$ cat src/rtl/frac_rx_pkg.sv
package frac_rx_pkg;

  typedef enum logic [1:0] {
    ST_IDLE      = 2'd0,
    ST_RECV      = 2'd1,
    ST_WAIT_HIGH = 2'd2
  } rx_state_e;

  // counter value loaded at start detection (covers sync + edge latency)
  localparam int unsigned START_PRELOAD = 3;

endpackage

$ cat src/rtl/rx_sync_fall.sv
module rx_sync_fall #(
  parameter int unsigned STAGES = 2
) (
  input  logic clk,
  input  logic rst_n,
  input  logic rx_i,
  output logic rx_sync_o,
  output logic fall_o
);

  logic [STAGES-1:0] sync_q;
  logic              prev_q;

  for (genvar g = 0; g < STAGES; g++) begin : g_stage
    if (g == 0) begin : g_first
      always_ff @(posedge clk or negedge rst_n) begin
        if (!rst_n) sync_q[g] <= 1'b1;
        else        sync_q[g] <= rx_i;
      end
    end else begin : g_next
      always_ff @(posedge clk or negedge rst_n) begin
        if (!rst_n) sync_q[g] <= 1'b1;
        else        sync_q[g] <= sync_q[g-1];
      end
    end
  end

  assign rx_sync_o = sync_q[STAGES-1];

  always_ff @(posedge clk or negedge rst_n) begin
    if (!rst_n) prev_q <= 1'b1;
    else        prev_q <= rx_sync_o;
  end

  assign fall_o = prev_q & ~rx_sync_o;

endmodule

$ cat src/rtl/rx_slot_timer.sv
module rx_slot_timer
  import frac_rx_pkg::*;
#(
  parameter int unsigned DIV_W = 12,
  parameter int unsigned NSLOT = 11,
  parameter int unsigned IDX_W = $clog2(NSLOT)
) (
  input  logic             clk,
  input  logic             rst_n,
  input  logic             start_i,
  input  logic             run_i,
  input  logic [DIV_W-1:0] div_i,
  input  logic [NSLOT-1:0] mask_i,
  output logic             sample_o,
  output logic [IDX_W-1:0] slot_o
);

  localparam int unsigned CNT_W = DIV_W + 1;
  localparam logic [CNT_W-1:0] PRELOAD = CNT_W'(START_PRELOAD);

  logic [CNT_W-1:0] cnt_q, cnt_d;
  logic [IDX_W-1:0] slot_q, slot_d;
  logic [CNT_W-1:0] slot_len, half, samp_pt;
  logic             ext, wrap, cnt_en;

  assign ext      = (slot_q < IDX_W'(NSLOT)) ? mask_i[slot_q] : 1'b0;
  assign slot_len = {1'b0, div_i} + CNT_W'(ext);
  assign half     = {2'b00, div_i[DIV_W-1:1]};
  assign samp_pt  = ((slot_q == '0) && (half < PRELOAD)) ? PRELOAD : half;
  assign wrap     = (cnt_q == slot_len - CNT_W'(1));
  assign sample_o = run_i && (cnt_q == samp_pt);
  assign slot_o   = slot_q;
  assign cnt_en   = start_i | run_i;

  always_comb begin
    cnt_d  = cnt_q;
    slot_d = slot_q;
    if (start_i) begin
      cnt_d  = PRELOAD;
      slot_d = '0;
    end else if (run_i) begin
      if (wrap) begin
        cnt_d  = '0;
        slot_d = slot_q + IDX_W'(1);
      end else begin
        cnt_d  = cnt_q + CNT_W'(1);
      end
    end
  end

  always_ff @(posedge clk or negedge rst_n) begin
    if (!rst_n) begin
      cnt_q  <= '0;
      slot_q <= '0;
    end else if (cnt_en) begin
      cnt_q  <= cnt_d;
      slot_q <= slot_d;
    end
  end

  // the counter never runs past the stretched slot length
  a_r3_slot_bound: assert property (@(posedge clk) disable iff (!rst_n)
    run_i |-> (cnt_q < slot_len));

  // a start always lands on the preload value
  a_r2_preload: assert property (@(posedge clk) disable iff (!rst_n)
    start_i |=> (cnt_q == PRELOAD && slot_q == '0));

endmodule

$ cat src/rtl/rx_frame_ctrl.sv
module rx_frame_ctrl
  import frac_rx_pkg::*;
#(
  parameter int unsigned DATA_W = 8,
  parameter int unsigned IDX_W  = 4
) (
  input  logic              clk,
  input  logic              rst_n,
  input  logic              fall_i,
  input  logic              rx_i,
  input  logic              sample_i,
  input  logic [IDX_W-1:0]  slot_i,
  input  logic              two_stop_i,
  output logic              start_o,
  output logic              run_o,
  output logic [DATA_W-1:0] data_o,
  output logic              valid_o,
  output logic              ferr_o
);

  localparam logic [IDX_W-1:0] LAST_DATA = IDX_W'(DATA_W);
  localparam logic [IDX_W-1:0] STOP1     = IDX_W'(DATA_W + 2);

  rx_state_e         state_q, state_d;
  logic [DATA_W-1:0] shift_q, shift_d, data_q, data_d;
  logic              err_q, err_d, valid_q, valid_d, ferr_q, ferr_d;
  logic              fin, bad;

  always_comb begin
    state_d = state_q;
    shift_d = shift_q;
    data_d  = data_q;
    err_d   = err_q;
    valid_d = 1'b0;
    ferr_d  = 1'b0;
    start_o = 1'b0;
    fin     = 1'b0;
    bad     = err_q | ~rx_i;
    unique case (state_q)
      ST_IDLE: begin
        if (fall_i) begin
          start_o = 1'b1;
          err_d   = 1'b0;
          state_d = ST_RECV;
        end
      end
      ST_RECV: begin
        if (sample_i) begin
          if (slot_i == '0) begin
            if (rx_i) state_d = ST_IDLE;
          end else if (slot_i <= LAST_DATA) begin
            shift_d = {rx_i, shift_q[DATA_W-1:1]};
          end else begin
            fin   = (slot_i == STOP1) || !two_stop_i;
            err_d = bad;
            if (fin) begin
              data_d  = shift_q;
              valid_d = 1'b1;
              ferr_d  = bad;
              state_d = bad ? ST_WAIT_HIGH : ST_IDLE;
            end
          end
        end
      end
      ST_WAIT_HIGH: begin
        if (rx_i) state_d = ST_IDLE;
      end
      default: state_d = ST_IDLE;
    endcase
  end

  always_ff @(posedge clk or negedge rst_n) begin
    if (!rst_n) begin
      state_q <= ST_IDLE;
      shift_q <= '0;
      data_q  <= '0;
      err_q   <= 1'b0;
      valid_q <= 1'b0;
      ferr_q  <= 1'b0;
    end else begin
      state_q <= state_d;
      shift_q <= shift_d;
      data_q  <= data_d;
      err_q   <= err_d;
      valid_q <= valid_d;
      ferr_q  <= ferr_d;
    end
  end

  assign run_o   = (state_q == ST_RECV);
  assign data_o  = data_q;
  assign valid_o = valid_q;
  assign ferr_o  = ferr_q;

  // strobe lasts a single cycle
  a_r6_valid_pulse: assert property (@(posedge clk) disable iff (!rst_n)
    valid_q |=> !valid_q);

  // error flag only accompanies a strobe
  a_r9_err_with_valid: assert property (@(posedge clk) disable iff (!rst_n)
    ferr_q |-> valid_q);

  // the second stop slot is only sampled when two stops are selected
  a_r7_second_stop: assert property (@(posedge clk) disable iff (!rst_n)
    (state_q == ST_RECV && sample_i && slot_i == STOP1) |-> two_stop_i);

  // a clean frame leaves the receiver armed
  a_r10_rearm: assert property (@(posedge clk) disable iff (!rst_n)
    (valid_q && !ferr_q) |-> (state_q == ST_IDLE));

endmodule

$ cat src/rtl/frac_uart_rx.sv
module frac_uart_rx #(
  parameter int unsigned DIV_W       = 12,
  parameter int unsigned DATA_W      = 8,
  parameter int unsigned SYNC_STAGES = 2
) (
  input  logic              clk,
  input  logic              rst_n,
  input  logic              rx_i,
  input  logic [DIV_W-1:0]  div_i,
  input  logic [DATA_W+2:0] corr_mask_i,
  input  logic              two_stop_i,
  output logic [DATA_W-1:0] data_o,
  output logic              valid_o,
  output logic              frame_err_o
);

  localparam int unsigned NSLOT = DATA_W + 3;
  localparam int unsigned IDX_W = $clog2(NSLOT);

  logic [1:0]       rst_pipe_q;
  logic             rst_core_n;
  logic             rx_sync, fall, start, run, sample;
  logic [IDX_W-1:0] slot;

  // asynchronous assert, synchronous release
  always_ff @(posedge clk or negedge rst_n) begin
    if (!rst_n) rst_pipe_q <= 2'b00;
    else        rst_pipe_q <= {rst_pipe_q[0], 1'b1};
  end
  assign rst_core_n = rst_pipe_q[1];

  rx_sync_fall #(
    .STAGES (SYNC_STAGES)
  ) i_sync (
    .clk       (clk),
    .rst_n     (rst_core_n),
    .rx_i      (rx_i),
    .rx_sync_o (rx_sync),
    .fall_o    (fall)
  );

  rx_slot_timer #(
    .DIV_W (DIV_W),
    .NSLOT (NSLOT),
    .IDX_W (IDX_W)
  ) i_timer (
    .clk      (clk),
    .rst_n    (rst_core_n),
    .start_i  (start),
    .run_i    (run),
    .div_i    (div_i),
    .mask_i   (corr_mask_i),
    .sample_o (sample),
    .slot_o   (slot)
  );

  rx_frame_ctrl #(
    .DATA_W (DATA_W),
    .IDX_W  (IDX_W)
  ) i_ctrl (
    .clk        (clk),
    .rst_n      (rst_core_n),
    .fall_i     (fall),
    .rx_i       (rx_sync),
    .sample_i   (sample),
    .slot_i     (slot),
    .two_stop_i (two_stop_i),
    .start_o    (start),
    .run_o      (run),
    .data_o     (data_o),
    .valid_o    (valid_o),
    .ferr_o     (frame_err_o)
  );

endmodule

$ cat config.mk
export PLATFORM = sky130hd
export DESIGN_NAME = frac_uart_rx
export DESIGN_NICKNAME = d
export VERILOG_FILES = /design/src/rtl/frac_rx_pkg.sv /design/src/rtl/rx_sync_fall.sv /design/src/rtl/rx_slot_timer.sv /design/src/rtl/rx_frame_ctrl.sv /design/src/rtl/frac_uart_rx.sv
export SDC_FILE = /design/constraint.sdc
export NUM_CORES = 1
export LEC_CHECK = 0
export CAP_MARGIN = 0
export CORE_MARGIN = 2
export CORE_UTILIZATION = 40
export CTS_CLUSTER_SIZE = 16
export DETAILED_ROUTE_END_ITERATION = 8
export MAX_ROUTING_LAYER = met4
export PLACE_DENSITY = 0.63
export SLEW_MARGIN = 15
export SYNTH_ARGS = -nofsm -noshare
export SYNTH_HDL_FRONTEND = slang
export SYNTH_SLANG_ARGS = --single-unit
$ cat constraint.sdc
create_clock -name clk -period 4.25 [get_ports clk]
set_clock_uncertainty 0.2 [all_clocks]
set_input_delay 0.85 -clock clk [delete_from_list [all_inputs] [get_ports clk]]
set_output_delay 0.85 -clock clk [all_outputs]
set_load 0.01 [all_outputs]
==> key figures, run 1 <==
Run status
  • Status: finished clean

Synthesis
  • Post-synth top flop: dfrtp_1
  • Mapped Nets: 316
  • Mean Syn Cell Area: 10.0 um2
  • Post-synth EDFFs: 0
  • Post-synth ARST share: 1.00
  • Synth Instances: around 280
  • Register area share after synthesis: 0.381
  • Ys Warns: 0
  • Cell taking the most area after synthesis: dfrtp_1
  • Unique masters post-synth: slightly above 60
  • Synth area leaders: dfrtp_1, xnor2_1, mux2_1
  • Top-area cell type share of the netlist area: 0.354
  • Synth Register Bits: 43
  • Syn Std Cell Area: 2830 um2

Placed design
  • Placed cells: 410
  • DP HPWL: 4.54 mm
  • Pre-CTS setup slack: -219 ps
  • Routability congestion estimate from global placement: approximately 0.84
  • Port Buffer Count: 36

Job
  • Max-cap violations: 0

Timing
  • Count of final max-slew check failures: 0
  • RSZ-0062 raised after global routing: no
  • Slew margin rel.: 0.406
  • Post-layout min period: 3890 ps
  • Worst hold slack: 101 ps
  • Slack of the critical path: 359 ps
  • Hold Fails Final Rpt: 0
  • Maximum clock rate: 257 MHz
  • Setup violators final: 0
  • Worst slew pin tran: 891 ps
  • Fin crit share: 0.915

Power and ir drop
  • Leakage Power: 1.53 nW
  • Worst vdd ir: 0.250 mV
  • PwrDens: 349 nW/um2

CTS
  • Clock Path Buffers: 2
  • CTS clock-pin slew for the worst setup and hold paths: 80 ps
  • TritonCTS clock tree: yes
  • Num Clock Sinks: 43
  • Root Buffer: clkbuf_8
  • Clk_lat worst skew: 290 ps
  • # H-tree levels: 2
  • Total CTS buffers: 5

Routing
  • Total routed wirelength: 6.30 mm
  • Drt wl/cell: 14.9 um
  • Number of DRC violations after detailed-routing iteration 0: 66
  • Via density: 5.24
  • Via count: about 2200
  • Drt drc: 0
  • Drt first pass iters: 4
  • Detail Route Antenna Nets: 0

GRT
  • First-pass GRT wire length: 10.5 mm
  • Total GRT Usage: 0.178
  • Initial antenna violation count: 0
  • Largest net degree at the start of global routing: 42
  • Vias in the first global route: ~2200
  • Overflow after GRT: 0

Setup path
  • Most frequent CP cell: buf_4
  • CP endpoint kind: flip-flop
  • Critical path peak fanout: 4
  • Slowest cell delay on critical path: 490 ps
  • Worst Path Required: 4270 ps
  • Critical Path Source Type: primary input
  • Slowest stage cell on the critical path: or4b_4
  • Crit path DAT: 3910 ps
  • Critical Setup Path Class: in -> reg
  • Cell Chain, Critical Path: dlymetal6s2s_1 > mux4_2 > nor3_2 > a21oi_1 > o21ai_1 > ha_2 > or4b_4 > o21bai_4 > a221oi_4 > nand4_4 > buf_4 > nor4_1 > buf_4 > mux2i_1

Finish
  • Nets: 358
  • Antenna Diode Count: 0
  • Final cell utilization of the core: 0.522
  • Layout cells sized above 1: 0.202
  • Final Non-Filler Cells: 422
  • Layout area overhead: 25.9%

Min path
  • Hold Crit Class: reg -> async

Floorplan
  • Starting Density: 0.414
  • Die width: 88.1 um
  • FP Rows: 30
  • Die H: between 80 and 90 um
  • Die area: 7770 um2
  • I/O pins: 37
  • Core Area: 6830 um2
[path summary, 6_finish.rpt]
path                            cells after the start              start                end  slack [ps]
worst max-delay path                               14     corr_mask_i[3]  i_timer.slot_o[3]         360
worst min-delay path                                1      rst_pipe_q[1]  i_ctrl.state_q[1]         100
worst max register to register                     13  i_timer.slot_o[0]  i_timer.slot_o[3]         380
worst min register to register                      1      rst_pipe_q[1]  i_ctrl.state_q[1]         100
max in group asynchronous                           1              rst_n      rst_pipe_q[0]        3220
min in group clk                                    0      rst_pipe_q[0]      rst_pipe_q[1]         150
[report_power, final]
| part | switching, mW | internal (mW) |
|---|---|---|
| registers | 0.0813 | 0.445 |
| logic | 0.174 | 0.167 |
| clock network | 0.142 | 0.235 |
[timing repair]
item                                   in CTS  in global routing
setup endpoints to repair                   0                 15
buffers inserted                            0                  3
hold buffers                                0                  0
endpoints found under the hold margin       0                  0
gates resized for setup                     0                 26
[worst max-delay path, delay by kind of cell]
| kind | cells | cell delay, ps |
|---|---|---|
| adders and majority gates | 1 | 220 |
| buffers and inverters | 3 | 470 |
| muxes | 2 | 650 |
| and+or+nand+nor | 4 | 1070 |
| AOI/OAI and AO/OA | 4 | 650 |
[state kept, by name (all words and copies together) (netlist names)]
name,flops
i_timer.cnt_q,13
i_ctrl.data_o,8
i_ctrl.shift_q,8
i_timer.slot_o,4
i_ctrl.state_q,2
rst_pipe_q,2
i_ctrl.err_q,1
i_ctrl.ferr_o,1
i_ctrl.valid_o,1
i_sync.prev_q,1
i_sync.rx_sync_o,1
i_sync.sync_q,1
[placed cells by master, fill, tap and decap left out, types with 3 or more instances in the layout]
cell / Yosys / final
clkbuf_8: 0 / 5
nand2_1: 18 / 18
a21oi_2: 0 / 7
and3_1: 4 / 4
mux2_4: 7 / 7
o21ai_0: 6 / 5
inv_1: 7 / 7
a31oi_1: 4 / 4
buf_4: 1 / 14
xor2_1: 12 / 12
nand3_1: 5 / 5
a21oi_1: 22 / 15
clkdlybuf4s50_1: 0 / 32
dlymetal6s2s_1: 0 / 4
nor2_1: 21 / 21
dfrtp_1: 40 / 40
ha_1: 6 / 5
nand2b_1: 4 / 4
mux2_1: 10 / 10
buf_6: 2 / 3
xnor2_1: 21 / 20
nor3_1: 7 / 6
o21ai_2: 3 / 3
or2_2: 3 / 3
nand4_1: 6 / 6
o21ai_1: 3 / 4
mux2i_1: 6 / 6
dfstp_2: 3 / 3
nor4_1: 4 / 4
[through the flow]
step                      TNS [ps]  total power [mW]  area, um2
after floorplan                  0             0.761       2830
after global placement       -2020             0.851       3320
after detailed placement     -2620             0.856       3320
after CTS                        0              1.24       3450
after global routing             0              1.32       3560
final                            0              1.25       3560
[synth_stat cells (2+ instances only)]
| library cell | count |
|---|---|
| nor2b_1 | 2 |
| o31ai_1 | 2 |
| dfrtp_1 | 40 |
| o21ai_1 | 3 |
| mux2_1 | 10 |
| nor2_1 | 21 |
| nor3b_1 | 2 |
| nor4_1 | 4 |
| nand3b_1 | 2 |
| or2_2 | 3 |
| xnor2_1 | 21 |
| dfstp_2 | 3 |
| nand3_1 | 5 |
| inv_1 | 7 |
| xor2_1 | 12 |
| or4_1 | 2 |
| nor4_2 | 2 |
| nand2b_1 | 4 |
| o211a_1 | 2 |
| a31oi_1 | 4 |
| mux2_4 | 7 |
| ha_1 | 6 |
| and3_1 | 4 |
| buf_6 | 2 |
| o21ai_2 | 3 |
| nand4_1 | 6 |
| nor3_1 | 7 |
| or3_1 | 2 |
| mux2i_1 | 6 |
| buf_2 | 5 |
| clkbuf_1 | 10 |
| o21ai_0 | 6 |
| nand2_1 | 18 |
| a21oi_1 | 22 |
[layout make-up]
type	count	area [um2]
clock buffer	6	72.6
multi-input combinational	214	1690
clock inverter	2	60.1
inverter	8	30.0
sequential	43	1080
tap	96	120
timing repair buffer	53	509
fill	644	3270
[kinds of logic (layout without fill, tap and decap cells)]
group	after synthesis	count (layout)	synth area share
xor+xnor	33	33	0.102
compound gates	55	55	0.136
flops	43	43	0.381
mux	24	24	0.106
simple gates	95	95	0.203
other cells	1	1	0.00132
buf+inv	26	69	0.0433
fa+ha+maj	6	6	0.0265
[routing by layer]
layer	track usage	part of all wire	routed length [um]	vias up
met1	0.249	0.48	3020	1066
li1	-	-	-	1093
met3	0.0292	0.047	296	4
met5	-	0	0	-
met2	0.273	0.47	2930	50
met4	0.0399	0.0079	50	0
Note: power is estimated with default switching activity, not from simulation.
==> inputs of run 2 (changes only) <==
--- a/config.mk
+++ b/config.mk
@@ -7,11 +7,12 @@
 export LEC_CHECK = 0
 export CAP_MARGIN = 0
 export CORE_MARGIN = 2
-export CORE_UTILIZATION = 40
+export CORE_UTILIZATION = 60
 export CTS_CLUSTER_SIZE = 16
 export DETAILED_ROUTE_END_ITERATION = 8
 export MAX_ROUTING_LAYER = met4
-export PLACE_DENSITY = 0.63
+export PLACE_DENSITY = 0.88
+export SKIP_LAST_GASP = 1
 export SLEW_MARGIN = 15
 export SYNTH_ARGS = -nofsm -noshare
 export SYNTH_HDL_FRONTEND = slang
==> run 2 against run 1 <==
Effect of this change: cell count decreased by 11%; total power decreased by 9.0%; hold slack got worse by 1.3 ps; flip-flop and latch count unchanged; maximum frequency decreased by 0.93%; first-iteration DRC count increased by 73%; setup slack got worse by 36 ps; non-clock buffer count decreased by 4; register-to-register slack got worse by 30 ps; die area decreased by 32%; critical path type unchanged; largest cell class unchanged.
==> key figures, run 2 (synthesis results as in run 1) <==
Run status
  • Status: finished clean

Power and ir drop
  • PwrDens: between 300 and 400 nW/um2
  • Leakage Power: 1.48 nW
  • Switching part of the total: 0.357
  • Psw: 0.405 mW
  • Register share of total power: 0.462
  • Worst vdd ir: ~0.26 mV
  • Cell-internal power: 0.729 mW
  • Comb pwr share: 0.307
  • Clk network pwr share: 0.231

Finish
  • Commonest non-fill, non-tap cell in the layout: dfrtp_1
  • Layout cells sized above 1: 0.183
  • Max FFs per register: 13
  • Final cell utilization of the core: 0.769
  • Antenna Diode Count: 0
  • Nets: 354
  • Final Non-Filler Cells: 374
  • Biggest register: i_timer.cnt_q
  • Layout area overhead: 20.7%
  • Most frequent cells in the layout: dfrtp_1, clkdlybuf4s50_1, nor2_1, xnor2_1, nand2_1

GRT
  • First-pass GRT wire length: roughly 11 mm
  • Vias in the first global route: 2280
  • Initial antenna violation count: 0
  • Total GRT Usage: 0.268
  • Largest net degree at the start of global routing: 42
  • Overflow after GRT: 0

Floorplan
  • Die area: 5280 um2
  • FP Rows: 24
  • Starting Density: 0.637
  • Core Area: 4440 um2
  • I/O pins: 37
  • Die width: 72.7 um
  • Die H: roughly 73 um

Timing
  • Worst slew pin tran: 849 ps
  • Maximum clock rate: 255 MHz
  • Post-layout min period: 3930 ps
  • Hold Fails Final Rpt: 0
  • Fin crit share: 0.924
  • Slew margin rel.: 0.434
  • RSZ-0062 raised after global routing: no
  • Count of final max-slew check failures: 0
  • Setup violators final: 0
  • Worst hold slack: roughly 100 ps

Routing
  • Total routed wirelength: roughly 6.4 mm
  • Drt wl/cell: approximately 17 um
  • Drt drc: 0
  • Number of DRC violations after detailed-routing iteration 0: 114
  • Via count: 2291
  • Detail Route Antenna Nets: 0
  • Drt first pass iters: 4
  • Via density: 6.13

Placed design
  • Placed cells: 362
  • DP HPWL: 4.64 mm
  • Port Buffer Count: 36
  • Routability congestion estimate from global placement: between 0.9 and 1

CTS
  • # H-tree levels: 2
  • Root Buffer: clkbuf_8
  • Clk_lat worst skew: 300 ps
  • Clock Path Buffers: 2
  • Num Clock Sinks: 43
  • TritonCTS clock tree: yes
  • CTS clock-pin slew for the worst setup and hold paths: about 80 ps
  • Total CTS buffers: 5

Job
  • Max-cap violations: 0

Setup path
  • Critical Path Source Type: primary input
  • Crit path DAT: 3920 ps
  • Worst Path Required: 4240 ps
  • Critical path peak fanout: 6
  • Cell Chain, Critical Path: clkdlybuf4s50_1 > mux2i_1 > a221oi_1 > o21ai_1 > ha_2 > ha_1 > nor3b_4 > buf_4 > a22o_1 > and3_1 > o21a_1 > or4_1 > o32ai_1
  • Critical Setup Path Class: in -> reg
  • Slowest stage cell on the critical path: or4_1
  • CP endpoint kind: flip-flop
  • Slowest cell delay on critical path: 570 ps

Min path
  • Hold Crit Class: reg -> async
run 2: changes by cell type in the layout (fill, tap and decap cells not counted), sizes merged:
cell | previous run | this run
buf | 17 | 13
bufinv | 2 | 0
clkinv | 0 | 2
run 2: worst paths after layout:
| path | startpoint | end | slack [ps] | cells past startpoint |
|---|---|---|---|---|
| setup / recovery | corr_mask_i[7] | i_timer.slot_o[1] | 320 | 13 |
| hold / removal | rst_pipe_q[1] | i_timer.slot_o[3] | 100 | 1 |
| setup reg to reg | i_timer.slot_o[0] | i_timer.cnt_q[6] | 350 | 12 |
| hold reg to reg | rst_pipe_q[1] | i_timer.slot_o[3] | 100 | 1 |
| max in group asynchronous | rst_n | rst_pipe_q[1] | 3230 | 1 |
| min in group clk | i_sync.sync_q[0] | i_sync.rx_sync_o | 160 | 0 |
run 2: routing by layer:
| metal | vias to the layer above | track usage | wire, um |
|---|---|---|---|
| met1 | 1127 | 0.327 | 2730 |
| met4 | 0 | 0.0885 | 119 |
| met5 | - | - | 0 |
| met2 | 66 | 0.456 | 3240 |
| met3 | 14 | 0.0401 | 301 |
| li1 | 1084 | - | - |
run 2: worst max-delay path, delay by kind of cell:
kind	cells	cell delay, ps
and+or+nand+nor	3	920
AOI/OAI and AO/OA	5	1050
muxes	1	80
adders and majority gates	2	400
buffers and inverters	2	630
run 2: final cells by class:
| cell class | count | area (um2) |
|---|---|---|
| clock buffers | 6 | 72.6 |
| multi-input cells | 214 | 1680 |
| inverters | 8 | 30.0 |
| repair buffers | 49 | 475 |
| fillers | 299 | 1030 |
| well taps | 52 | 65.1 |
| flip-flops and latches | 43 | 1080 |
| clock inverters | 2 | 13.8 |
run 2: power groups by stage:
| stage | clock (mW) | sequential (mW) | combinational [mW] |
|---|---|---|---|
| global route | 0.281 | 0.532 | 0.385 |
| detailed placement | 0 | 0.529 | 0.327 |
| global placement | 0 | 0.526 | 0.314 |
| floorplan | 0 | 0.487 | 0.273 |
| finish | 0.262 | 0.524 | 0.348 |
| CTS | 0.264 | 0.521 | 0.329 |
run 2: repair_timing:
action	CTS	global route
buffers inserted	0	3
resized for setup	0	22
hold buffers	0	0
setup endpoints to repair	0	15
run 2: stage by stage:
stage               cell area, um2  power [mW]  setup WS [ps]  TNS, ps
finish                        3420        1.13            323        0
global route                  3420        1.20            176        0
CTS                           3320        1.11           98.2        0
detailed placement            3230       0.857           -237    -3220
global placement              3230       0.840           -107    -1200
floorplan                     2830       0.761            370        0
==> inputs of run 3 (changes only) <==
--- a/config.mk
+++ b/config.mk
@@ -10,6 +10,7 @@
 export CORE_UTILIZATION = 60
 export CTS_CLUSTER_SIZE = 16
 export DETAILED_ROUTE_END_ITERATION = 8
+export GPL_TIMING_DRIVEN = 0
 export MAX_ROUTING_LAYER = met4
 export PLACE_DENSITY = 0.88
 export SKIP_LAST_GASP = 1
==> run 3 against run 2 <==
Effect of this change: setup slack got worse by 110 ps; sequential power fell by 6.3%; first-iteration DRC count fell by 24%; register-to-register slack got worse by 90 ps.
==> key figures, run 3 (synthesis results as in run 1) <==
GRT
  • Initial antenna violation count: 0
  • Overflow after GRT: 0
  • Vias in the first global route: about 2200
  • Largest net degree at the start of global routing: 29
  • Total GRT Usage: 0.250
  • First-pass GRT wire length: ~10 mm

Min path
  • Hold Crit Class: reg -> async

Power and ir drop
  • Comb pwr share: 0.347
  • Switching part of the total: 0.354
  • Cell-internal power: 0.735 mW
  • Psw: 0.403 mW
  • PwrDens: 327 nW/um2
  • Worst vdd ir: 0.264 mV
  • Leakage Power: roughly 1.5 nW
  • Register share of total power: 0.431
  • Total power: 1.14 mW
  • Clk network pwr share: 0.222

CTS
  • # H-tree levels: 2
  • Total CTS buffers: 5
  • Root Buffer: clkbuf_8
  • CTS clock-pin slew for the worst setup and hold paths: 80 ps
  • Num Clock Sinks: 43
  • Clk_lat worst skew: 290 ps
  • TritonCTS clock tree: yes
  • Clock Path Buffers: 2

Run status
  • Status: finished clean

Placed design
  • Routability congestion estimate from global placement: 0.879
  • Area after DPL: 3250 um2
  • DP HPWL: around 4.5 mm
  • Pre-CTS setup slack: -388 ps
  • Port Buffer Count: 33

Setup path
  • Critical Path Source Type: primary input
  • Cell Chain, Critical Path: clkdlybuf4s50_1 > mux2i_1 > a221oi_1 > o21ai_1 > ha_2 > ha_4 > nor3b_4 > buf_4 > buf_4 > a22o_1 > and3_1 > o21a_2 > nor4_4 > mux2_1
  • Critical path peak fanout: 6
  • Crit path DAT: 4000 ps
  • CP endpoint kind: flip-flop
  • Slowest cell delay on critical path: between 400 and 500 ps
  • Slowest stage cell on the critical path: clkdlybuf4s50_1
  • Most frequent CP cell: buf_4
  • Worst Path Required: around 4200 ps
  • Critical Setup Path Class: in -> reg

Finish
  • Max FFs per register: 13
  • Sequential cell area: 1080 um2
  • Design area: about 3500 um2
  • Antenna Diode Count: 0
  • Layout area overhead: 23.0%
  • Most frequent cells in the layout: dfrtp_1, clkdlybuf4s50_1, nor2_1
  • Layout cells sized above 1: 0.198
  • Multi-input gate area: 1700 um2
  • FILL cells: roughly 270
  • Commonest non-fill, non-tap cell in the layout: dfrtp_1
  • Biggest register: i_timer.cnt_q
  • Nets: 365

Routing
  • Via count: 2267
  • Drt drc: 0
  • Top routing layer used: met4
  • Met1 Wirelength: 2.79 mm
  • Routed wl met3: 276 um
  • Number of DRC violations after detailed-routing iteration 0: between 80 and 90
  • Drt first pass iters: 4
  • Total routed wirelength: 6.22 mm
  • Metal2 WL: between 3 and 4 mm
  • Via density: 5.89
  • Detail Route Antenna Nets: 0
  • Drt wl/cell: 16.2 um

Timing
  • Fin Setup TNS: 0 ps
  • Post-layout min period: 4030 ps
  • Hold Fails Final Rpt: 0
  • Maximum clock rate: 248 MHz
  • Slew margin rel.: 0.492
  • Slack of the critical path: approximately 220 ps
  • Worst slew pin tran: 763 ps
  • Worst hold slack: 58.9 ps
  • Count of final max-slew check failures: 0
  • RSZ-0062 raised after global routing: no
  • Setup violators final: 0
  • Fin crit share: 0.949

Floorplan
  • Core Area: 4440 um2
  • FP Rows: 24
  • Die H: 72.7 um
  • Starting Density: 0.637
  • Die width: between 70 and 80 um
  • Die area: 5280 um2
  • I/O pins: 37

Job
  • Max-cap violations: 0
run 3: repair_timing:
| action | CTS | global route |
|---|---|---|
| cloned | 0 | 1 |
| endpoints found under the hold margin | 13 | 0 |
| gates resized for setup | 2 | 18 |
| hold buffers | 1 | 0 |
| endpoints found under the setup margin | 12 | 17 |
| pin swaps | 0 | 11 |
| setup buffers | 0 | 7 |
run 3: worst max-delay path, delay by kind of cell:
kind                       cells  cell delay, ps
buffers and inverters          3             760
AOI/OAI and AO/OA              4             900
muxes                          2             430
adders and majority gates      2             400
and+or+nand+nor                3             670
run 3: final timing paths:
kind | start | to | slack (ps) | cells after the start
hold reg to reg | rst_pipe_q[1] | i_timer.slot_o[3] | 60 | 1
hold / removal | rst_pipe_q[1] | i_timer.slot_o[3] | 60 | 1
max in group asynchronous | rst_pipe_q[1] | i_timer.cnt_q[8] | 2740 | 1
setup reg to reg | i_timer.slot_o[0] | i_timer.cnt_q[6] | 260 | 13
min in group clk | i_sync.sync_q[0] | i_sync.rx_sync_o | 160 | 0
setup / recovery | corr_mask_i[7] | i_timer.slot_o[0] | 220 | 14
run 3: metal layers:
metal	up-vias	track usage
met5	-	-
met4	0	0.0391
met3	9	0.0387
met2	57	0.424
met1	1101	0.325
li1	1100	-
run 3: power groups by stage:
stage / sequential (mW) / clock [mW] / combinational [mW]
after detailed placement: 0.497 / 0 / 0.359
after global routing: 0.495 / 0.276 / 0.436
after global placement: 0.499 / 0 / 0.338
after floorplan: 0.487 / 0 / 0.273
after CTS: 0.488 / 0.257 / 0.371
final: 0.491 / 0.252 / 0.395
run 3: through the flow:
stage,std cells,util
after detailed placement,369,0.731
after global placement,368,0.726
after CTS,378,0.756
after global routing,385,0.784
final,385,0.784
after floorplan,283,-
run 3: cell type report:
type / count / area share
tap: 52 / 0.0187
clock inverter: 2 / 0.00395
buffer: 17 / 0.0255
sequential: 43 / 0.310
timing repair buffer: 43 / 0.124
inverter: 8 / 0.00862
multi-input combinational: 214 / 0.489
clock buffer: 6 / 0.0208
